**src/rtl/tpg_pkg.sv**
```systemverilog
`timescale 1ns/1ps
package tpg_pkg;
  localparam int VEC_W = 8;
  localparam int CLS_W = 4;
  typedef logic [VEC_W-1:0] vec_t;
  typedef logic [CLS_W-1:0] cls_t;

  function automatic cls_t class_of(vec_t v);
    return v[VEC_W-1 -: CLS_W];
  endfunction
endpackage

```
**src/rtl/tpg_state.sv**
```systemverilog
`timescale 1ns/1ps
module tpg_state
  import tpg_pkg::*;
#(
  parameter int NSRC = 8,
  localparam int SW = (NSRC > 1) ? $clog2(NSRC) : 1
) (
  input  logic            clk,
  input  logic            rst,
  input  logic [NSRC-1:0] req_set,
  input  logic            tpr_we,
  input  cls_t            tpr_wdata,
  input  logic            clr_en,
  input  logic [SW-1:0]   clr_idx,
  output logic [NSRC-1:0] pend_q,
  output cls_t            tpr_q
);
  logic [NSRC-1:0] clr_mask;

  always_comb begin
    clr_mask = '0;
    if (clr_en) clr_mask[clr_idx] = 1'b1;
  end

  always_ff @(posedge clk) begin
    if (rst) begin
      pend_q <= '0;
      tpr_q  <= '0;
    end else begin
      pend_q <= (pend_q & ~clr_mask) | req_set;
      if (tpr_we) tpr_q <= tpr_wdata;
    end
  end

  // state after reset
  assert_reset_state_R1: assert property (@(posedge clk) disable iff (rst)
    $past(rst) |-> (pend_q == '0 && tpr_q == '0));

  // acknowledged source no longer pending unless re-set
  assert_ack_clears_R9: assert property (@(posedge clk) disable iff (rst)
    (clr_en && !req_set[clr_idx]) |=> !pend_q[$past(clr_idx)]);

  // a set pulse always leaves the source pending
  assert_set_wins_R11: assert property (@(posedge clk) disable iff (rst)
    (req_set != '0) |=> ((pend_q & $past(req_set)) == $past(req_set)));
endmodule

```
**src/rtl/tpg_elig.sv**
```systemverilog
`timescale 1ns/1ps
module tpg_elig
  import tpg_pkg::*;
#(
  parameter int NSRC = 8
) (
  input  logic [NSRC-1:0]            pend,
  input  logic [NSRC-1:0][VEC_W-1:0] vecs,
  input  cls_t                       tpr,
  output logic [NSRC-1:0]            elig
);
  for (genvar g = 0; g < NSRC; g++) begin : g_src
    // class strictly above threshold; class 0 can never exceed it
    assign elig[g] = pend[g] && (class_of(vecs[g]) > tpr);
  end
endmodule

```
**src/rtl/tpg_pick.sv**
```systemverilog
`timescale 1ns/1ps
module tpg_pick
  import tpg_pkg::*;
#(
  parameter int NSRC = 8,
  localparam int SW = (NSRC > 1) ? $clog2(NSRC) : 1
) (
  input  logic [NSRC-1:0]            elig,
  input  logic [NSRC-1:0][VEC_W-1:0] vecs,
  output logic                       found,
  output vec_t                       best_vec,
  output logic [SW-1:0]              best_idx
);
  // Class sits in the top bits, so the largest full vector is the
  // highest class and, inside it, the highest number. Strict compare
  // keeps the lowest index on identical vectors.
  always_comb begin
    found    = 1'b0;
    best_vec = '0;
    best_idx = '0;
    for (int i = 0; i < NSRC; i++) begin
      if (elig[i] && (!found || vecs[i] > best_vec)) begin
        found    = 1'b1;
        best_vec = vecs[i];
        best_idx = SW'(i);
      end
    end
  end
endmodule

```
**src/rtl/tpr_irq_gate.sv**
```systemverilog
`timescale 1ns/1ps
module tpr_irq_gate
  import tpg_pkg::*;
#(
  parameter int NSRC = 8,
  localparam int SW = (NSRC > 1) ? $clog2(NSRC) : 1
) (
  input  logic                       clk,
  input  logic                       rst,
  input  logic [NSRC-1:0]            req_set,
  input  logic [NSRC-1:0][VEC_W-1:0] req_vec,
  input  logic                       tpr_we,
  input  logic [CLS_W-1:0]           tpr_wdata,
  input  logic                       irq_ack,
  output logic                       irq_valid,
  output logic [VEC_W-1:0]           irq_vector,
  output logic [SW-1:0]              irq_src
);
  logic [NSRC-1:0] pend_q;
  cls_t            tpr_q;
  logic [NSRC-1:0] elig;
  logic            found;
  vec_t            best_vec;
  logic [SW-1:0]   best_idx;
  logic            ack_fire;

  assign ack_fire = irq_ack && irq_valid;

  tpg_state #(.NSRC(NSRC)) u_state (
    .clk(clk), .rst(rst), .req_set(req_set),
    .tpr_we(tpr_we), .tpr_wdata(tpr_wdata),
    .clr_en(ack_fire), .clr_idx(irq_src),
    .pend_q(pend_q), .tpr_q(tpr_q)
  );

  tpg_elig #(.NSRC(NSRC)) u_elig (
    .pend(pend_q), .vecs(req_vec), .tpr(tpr_q), .elig(elig)
  );

  tpg_pick #(.NSRC(NSRC)) u_pick (
    .elig(elig), .vecs(req_vec),
    .found(found), .best_vec(best_vec), .best_idx(best_idx)
  );

  always_ff @(posedge clk) begin
    if (rst) begin
      irq_valid  <= 1'b0;
      irq_vector <= '0;
      irq_src    <= '0;
    end else if (ack_fire) begin
      irq_valid  <= 1'b0;
    end else begin
      irq_valid  <= found;
      irq_vector <= best_vec;
      irq_src    <= best_idx;
    end
  end

  // a forward always clears the threshold it was judged against
  assert_above_tpr_R2: assert property (@(posedge clk) disable iff (rst)
    irq_valid |-> (class_of(irq_vector) > $past(tpr_q)));

  // class 0 never leaves the gate
  assert_no_class0_R3: assert property (@(posedge clk) disable iff (rst)
    irq_valid |-> (class_of(irq_vector) != '0));

  // one idle cycle after an accepted acknowledge
  assert_gap_after_ack_R9: assert property (@(posedge clk) disable iff (rst)
    ack_fire |=> !irq_valid);

  // forwarded source was pending at the sampling edge
  assert_src_pending_R7: assert property (@(posedge clk) disable iff (rst)
    irq_valid |-> ((($past(pend_q) >> irq_src) & NSRC'(1)) != '0));
endmodule

```
**config.mk**
```make
export PLATFORM = sky130hd
export DESIGN_NAME = tpr_irq_gate
export DESIGN_NICKNAME = d
export VERILOG_FILES = /design/src/rtl/tpg_pkg.sv /design/src/rtl/tpg_state.sv /design/src/rtl/tpg_elig.sv /design/src/rtl/tpg_pick.sv /design/src/rtl/tpr_irq_gate.sv
export SDC_FILE = /design/constraint.sdc
export NUM_CORES = 1
export LEC_CHECK = 0
export ABC_AREA = 1
export BUFFER_PORTS_ARGS = -buffer_cell sky130_fd_sc_hd__buf_4
export CAP_MARGIN = 30
export CORE_ASPECT_RATIO = 1.1
export CORE_UTILIZATION = 30
export DETAILED_ROUTE_END_ITERATION = 10
export GPL_TIMING_DRIVEN = 0
export PLACE_DENSITY = 0.56
export SYNTH_ARGS = -nofsm -noshare
export SYNTH_HDL_FRONTEND = slang
export SYNTH_HIERARCHICAL = 1
export SYNTH_SLANG_ARGS = --single-unit
```
**constraint.sdc**
```tcl
create_clock -name clk -period 14.2 [get_ports clk]
set_input_delay 1.42 -clock clk [delete_from_list [all_inputs] [get_ports clk]]
set_output_delay 1.42 -clock clk [all_outputs]
set_load 0.01 [all_outputs]
```
==> results.yml, run 1 <==
drt:
  wl_per_cell_um: 11.49
  vias_per_cell: 4.412
  wl_um: 11220
  ant_nets: 0
  drtIter0Drc: 155
  drc: 0
  via_count: 4306
  first_pass_iters: 4
critical_path:
  cp-end-kind: "flip-flop"
  cpMaxStageDelayCell: "ha_1"
  path_max_fanout: 10
  crit_top_cell: "nand2_1"
  worstPathRequired_ns: 14.36
  worst-path-buf-inv: 12
  crit_family: "simple AND/OR/NAND/NOR gates"
  worstSetupPathType: "in -> reg"
  critPathArrivalTime_ns: 12.03
  slowest_delay_ns: 0.30
  start_kind: "input pin"
clock_network:
  cts_hold_buf: 0
  cts_tree: "built"
  worstSkewPairLatency_ns: 0.26
  cts_resized: 0
  clk_path_buf_depth: 2
  cts_setup_buffers: 0
  cts.sinks: 24
  numCtsBuffers: 3
  cts-htree-levels: 1
  clk_pin_slew_ns: 0.06
  root_buffer: "clkbuf_16"
grt:
  gr-usage-met2_pct: 28.71
  busiest_layer: "met2"
  antenna_found_initial: 0
  grtUsageMet3_pct: 2.087
  use_met1_pct: 20.21
  overflow: 0
  grt_max_degree: 15
  grt_first_pass_wirelength_um: 18750
  grt_pass1_vias: 4149
  grtUsageTotal_pct: 15.83
pwr:
  seqPwrFrac_pct: 18.8
  power_per_cell_area_nw_per_um2: 84.50
  vdd_drop_max_uv: 43.24
  leakagePower_uw: 0.003080
  internal_power_uw: 254.8
  swShare_pct: 43.39
  switchingPower_uw: 195.3
  power.clock.fraction_pct: 17.9
  comb_power_share_pct: 63.3
floorplan:
  die_w_um: 116.2
  die-area_sq_um: 14830
  rows: 45
  core_area_sq_um: 13910
  io_pins: 92
  start_util_pct: 30.95
  die_h_um: 127.6
logic_synthesis:
  synth_most_common_cell: "nand2_1"
  synth_seq_cells: 24
  netlist_area_sq_um: 4304
  ys_seq_area_share_pct: 11.16
  ys.flop_type: "dfxtp_1"
  synthArstFlopShare_pct: 0
  synthTopCellsByArea: "ha_1, nand2_1, dfxtp_1"
  yosys.area.top_type: "ha_1"
  yosys.cell_types.count: 31
  synthTopCellsByCount: "nand2_1, inv_1, ha_1"
  synth_edf_count: 0
  synth_nets: 861
  avgSynthCellArea_sq_um: 6.211
  yosysWarnings: 6
  syn_inst: 693
  yosysTopAreaCellShare_pct: 25.58
run:
  drv_cap: 0
outcome:
  status: "completed"
finish:
  design_area_sq_um: 5328
  fillers: 1542
  areaGrowthSynthToFinish_pct: 23.78
  drive_above_1_share_pct: 20.81
  postLayoutCoreUtil_pct: 38.31
  final_nets: 957
  diodes: 0
timing:
  maxSlewHeadroom_pct: 70.74
  fmax_mhz: 84.21
  fin_crit_ns: 11.87
  setup_violations: 0
  rsz0062_at_grt: "no"
  hold_viol: 0
  drv_slew: 0
  tightest_slew_ns: 0.4384
  finClkSkew_ns: 0.003376
  setup_tns_ns: 0
  fin_crit_sh_pct: 83.62
  timing.hold.ws_ns: 0.4699
place:
  io_buffers: 91
  place_hpwl_um: 10020
  postPlaceCellArea_sq_um: 5223
  gp_congestion: 0.8318
hold_path:
  hp-class: "reg -> reg"
-- kinds of logic after synthesis --
family | after synthesis | synth area share (%)
fa+ha+maj | 88 | 25.58
buf+inv | 132 | 12.62
compound gates | 82 | 10.17
simple gates | 367 | 40.46
flops | 24 | 11.16
-- placed cells by master (no fill, tap or decap), drive strengths merged --
master  Yosys  layout
o21a        3       3
or4         1       1
nand4       6       6
clkbuf      0       3
bufinv      0       1
o21bai      1       1
and2        9       9
a21oi      51      51
o21ai      21      21
dfxtp      24      24
inv       114     114
clkinv      9       9
a21o        1       1
buf         9     100
nand2     233     233
o221ai      2       2
nor2       39      39
or2        15      15
nand3      64      64
o211ai      2       2
ha         88      88
a211oi      1       1
-- area by class of cell --
class	count	area [sq um]	share of cell area, %
Clock inverter	1	30.03	0.5636
Inverter	123	465.4	8.736
Sequential cell	24	480.5	9.018
Clock buffer	3	75.07	1.409
Timing Repair Buffer	91	683.2	12.82
Multi-Input combinational cell	537	3281	61.58
Tap cell	188	235.2	4.415
Buffer	9	77.57	1.456
-- power groups by stage --
| stage | Clock (uW) | Combinational, uW | Sequential (uW) |
|---|---|---|---|
| 6_report | 80.6 | 285 | 84.8 |
| 4_1_cts | 82.0 | 289 | 85.2 |
| 3_3_place_gp | 0 | 285 | 86.4 |
| 5_1_grt | 85.5 | 334 | 86.3 |
| 3_5_place_dp | 0 | 288 | 86.7 |
| 2_1_floorplan | 0 | 200 | 88.2 |
-- per-stage QoR --
step                cells  total power (uW)  setup WS (ns)
floorplan             693             288.7          3.736
global placement      972             371.8          1.994
detailed placement    972             374.4          1.966
CTS                   976             455.9          2.184
global route          976             506.2         0.9208
finish                976             450.2          2.326
-- final timing paths --
| check | end | cells past startpoint | from | slack, ns |
|---|---|---|---|---|
| max reg2reg | irq_src[0] | 85 | u_state/tpr_q[3] | 2.92 |
| min | u_state/tpr_q[1] | 2 | u_state/tpr_q[1] | 0.47 |
| max | irq_src[0] | 85 | req_vec[7] | 2.33 |
| min reg2reg | u_state/tpr_q[1] | 2 | u_state/tpr_q[1] | 0.47 |
-- worst register-to-register path: cells and delay by family, from the launching register on --
family / cells / cell delay [ns]
adder cells (fa/ha/maj): 8 / 2.19
buffers and inverters: 12 / 1.86
flip-flops: 1 / 0.31
AO/OA/AOI/OAI: 23 / 2.65
AND/OR/NAND/NOR: 42 / 4.14
-- registers in the layout, indices dropped and copies added (netlist names) --
register and count:
irq_src 3, irq_valid 1, irq_vector 8, u_state/pend_q 8, u_state/tpr_q 4
-- per-layer routing --
layer	up-vias	share of wire [%]
li1	2408	-
met1	1809	48
met2	83	46
met3	6	4.9
met4	0	0.70
met5	-	0
No activity file was read; power rests on OpenSTA's default activity.
==> inputs of run 2 (changes only) <==
--- a/config.mk
+++ b/config.mk
@@ -5,14 +5,14 @@
 export SDC_FILE = /design/constraint.sdc
 export NUM_CORES = 1
 export LEC_CHECK = 0
-export ABC_AREA = 1
+export ABC_AREA = 0
 export BUFFER_PORTS_ARGS = -buffer_cell sky130_fd_sc_hd__buf_4
 export CAP_MARGIN = 30
 export CORE_ASPECT_RATIO = 1.1
 export CORE_UTILIZATION = 30
 export DETAILED_ROUTE_END_ITERATION = 10
 export GPL_TIMING_DRIVEN = 0
-export PLACE_DENSITY = 0.56
+export PLACE_DENSITY = 0.58
 export SYNTH_ARGS = -nofsm -noshare
 export SYNTH_HDL_FRONTEND = slang
 export SYNTH_HIERARCHICAL = 1
==> constraint.sdc (replaced) <==
create_clock -name clk -period 10.2 [get_ports clk]
set_input_delay 1.02 -clock clk [delete_from_list [all_inputs] [get_ports clk]]
set_output_delay 1.02 -clock clk [all_outputs]
set_load 0.01 [all_outputs]
==> run 2 against run 1 <==
  * The run now ends with negative setup slack left
  * Hold slack better by 0.014 ns
  * Clock skew is 0.0020 ns higher
  * Setup slack worse by 5.0 ns
  * Clock power is 39% higher
  * Critical endpoint is now irq_vector[0]
==> results.yml, run 2 <==
pwr:
  vdd_drop_max_uv: 60.89
  finalPower_uw: 849.3
  leakagePower_uw: 0.003115
  power_per_cell_area_nw_per_um2: 123.8
floorplan:
  die_w_um: 118.3
  core_area_sq_um: 14500
  rows: 46
  io_pins: 92
  die_h_um: 129.9
  die-area_sq_um: 15370
  start_util_pct: 30.78
grt:
  grt_max_degree: 15
  antenna_found_initial: 0
  grt_first_pass_wirelength_um: 25350
  grtUsageTotal_pct: 20.55
  overflow: 0
  grt_pass1_vias: 5062
critical_path:
  r2r_slack_ns: -2.50
  critPathArrivalTime_ns: 13.09
  endpoint: "irq_vector[0]"
  path_max_fanout: 8
  worstSetupPathType: "in -> reg"
  crit_top_cell: "a21oi_2"
  cp-end-kind: "flip-flop"
  worstPathRequired_ns: 10.40
  start_kind: "input pin"
  r2r_end: "irq_vector[0]"
  cp-startpoint: "req_vec[5]"
  worstReg2RegStart: "u_state/tpr_q[1]"
  slowest_delay_ns: 0.53
  reg2reg_depth: 64
  cpMaxStageDelayCell: "or4_4"
logic_synthesis:
  netlist_area_sq_um: 4464
  synthTopCellsByArea: "ha_1, dfxtp_1, a21oi_1"
  syn_inst: 534
  ys_seq_area_share_pct: 10.76
  ys.flop_type: "dfxtp_1"
  yosys.area.top_type: "ha_1"
  synth_nets: 702
  synth_most_common_cell: "ha_1"
  synth_edf_count: 0
  yosysTopAreaCellShare_pct: 24.66
  yosysWarnings: 6
  synth_seq_cells: 24
  avgSynthCellArea_sq_um: 8.360
  yosys.cell_types.count: 66
  synthTopCellsByCount: "ha_1, inv_1, a21oi_1"
  synthArstFlopShare_pct: 0
drt:
  drtIter0Drc: 322
  wl_per_cell_um: 18.35
  via_count: 4959
  ant_nets: 0
  wl_um: 16410
  first_pass_iters: 4
  vias_per_cell: 5.547
  drc: 0
clock_network:
  cts-htree-levels: 1
  clk_pin_slew_ns: 0.06
  worstSkewPairLatency_ns: 0.26
  cts.sinks: 24
  cts_hold_buf: 0
  cts_tree: "built"
  numCtsBuffers: 3
  clk_path_buf_depth: 2
  root_buffer: "clkbuf_16"
timing:
  fin_crit_ns: 12.89
  fmax_mhz: 77.58
  timing.hold.ws_ns: 0.4834
  fin_ws_ns: -2.691
  rsz0062_at_grt: "yes"
  hold_viol: 0
  drv_slew: 0
  finClkSkew_ns: 0.005339
  setup_violations: 11
  tightest_slew_ns: 0.6072
  maxSlewHeadroom_pct: 59.48
  fin_crit_sh_pct: 126.4
hold_path:
  min-delay-start: "irq_vector[6]"
  hp-class: "reg -> reg"
place:
  io_buffers: 90
  gp_congestion: 0.8564
  place_hpwl_um: 12460
  post-place-ws_ns: -4.299
finish:
  diodes: 0
  final_common_cell: "buf_4"
  final_cell_mix: "buf_4, ha_1, inv_1"
  final_nets: 871
  postLayoutCoreUtil_pct: 47.29
  reg_top3: "irq_vector (8), u_state/pend_q (8), u_state/tpr_q (4)"
  areaGrowthSynthToFinish_pct: 53.64
  drive_above_1_share_pct: 48.58
run:
  drv_cap: 0
outcome:
  violations: "negative setup slack"
  status: "finished with violations"
==> run 2: changes by cell type in the layout (fill, tap and decap cells not counted), sizes merged, moves of 9 or more <==
cell and delta:
mux2i +15, clkinv -9, inv -65, a311oi +11
nor2 -19, a21bo +11, or2 -14, nand4 +12
nand3 -48, nor2b +17, nand2 -205, o211ai +21
buf +82, o211a +9
==> run 2: through the flow <==
step	instances	cell area (sq um)	TNS, ns
global route	894	6859	-33.35
detailed placement	816	5590	-45.95
CTS	874	6524	-27.26
floorplan	534	4674	-25.40
global placement	816	5590	-43.42
finish	894	6859	-28.48
==> run 2: what timing repair did <==
item                                    4_1_cts  5_1_grt
pin swaps                                    56       57
endpoints found under the setup margin       11       11
gates resized for setup                      70       36
gates cloned                                  4        0
buffers inserted                             52       21
==> run 2: area by class of cell <==
class | count | area (sq um)
fill | 1429 | 7645
buffer | 20 | 201.4
sequential | 24 | 480.5
multi-input combinational | 438 | 4353
clock buffer | 3 | 75.07
timing repair buffer | 167 | 1295
inverter | 49 | 183.9
clock inverter | 1 | 30.03
tap | 192 | 240.2
==> run 2: routing by layer <==
metal | up-vias | wire (um) | track usage, %
li1 | 2394 | - | -
met4 | 0 | 329 | 5.807
met3 | 25 | 591 | 1.836
met2 | 132 | 8631 | 40.14
met5 | - | 0 | 0
met1 | 2408 | 6856 | 23.79
==> run 2: critical path, delay by kind of cell <==
family / cells / cell delay, ns
AOI/OAI and AO/OA: 31 / 5.97
adders and majority gates: 8 / 2.16
and+or+nand+nor: 11 / 1.76
buffers and inverters: 12 / 1.62
muxes: 2 / 0.53
==> run 2: how the worst min path moves through the flow <==
| stage | to | slack [ns] | depth (start not counted) |
|---|---|---|---|
| 2_1_floorplan | u_state/tpr_q[1] | 0.46 | 2 |
| 3_3_place_gp | irq_vector[6] | 0.48 | 2 |
| 3_5_place_dp | irq_vector[6] | 0.47 | 2 |
| 4_1_cts | irq_vector[6] | 0.48 | 2 |
| 5_1_grt | irq_vector[0] | 0.50 | 2 |
| 6_report | irq_vector[6] | 0.48 | 2 |
==> run 2: logic make-up (layout without fill, tap and decap cells) <==
family / after synthesis / after routing / synth area share [%]
AO/OA/AOI/OAI: 199 / 199 / 35.48
AND/OR/NAND/NOR: 129 / 129 / 16.84
adder cells (fa/ha/maj): 88 / 88 / 24.66
buffers and inverters: 72 / 240 / 7.119
flip-flops: 24 / 24 / 10.76
multiplexers: 22 / 22 / 5.129
==> run 2: power by group <==
group,switching [uW],internal [uW],leakage (uW),total [uW]
registers,13.5,107,0.000199,121
logic,305,312,0.00286,617
clock network,33.7,78.0,0.0000511,112
total,352,497,0.00311,849
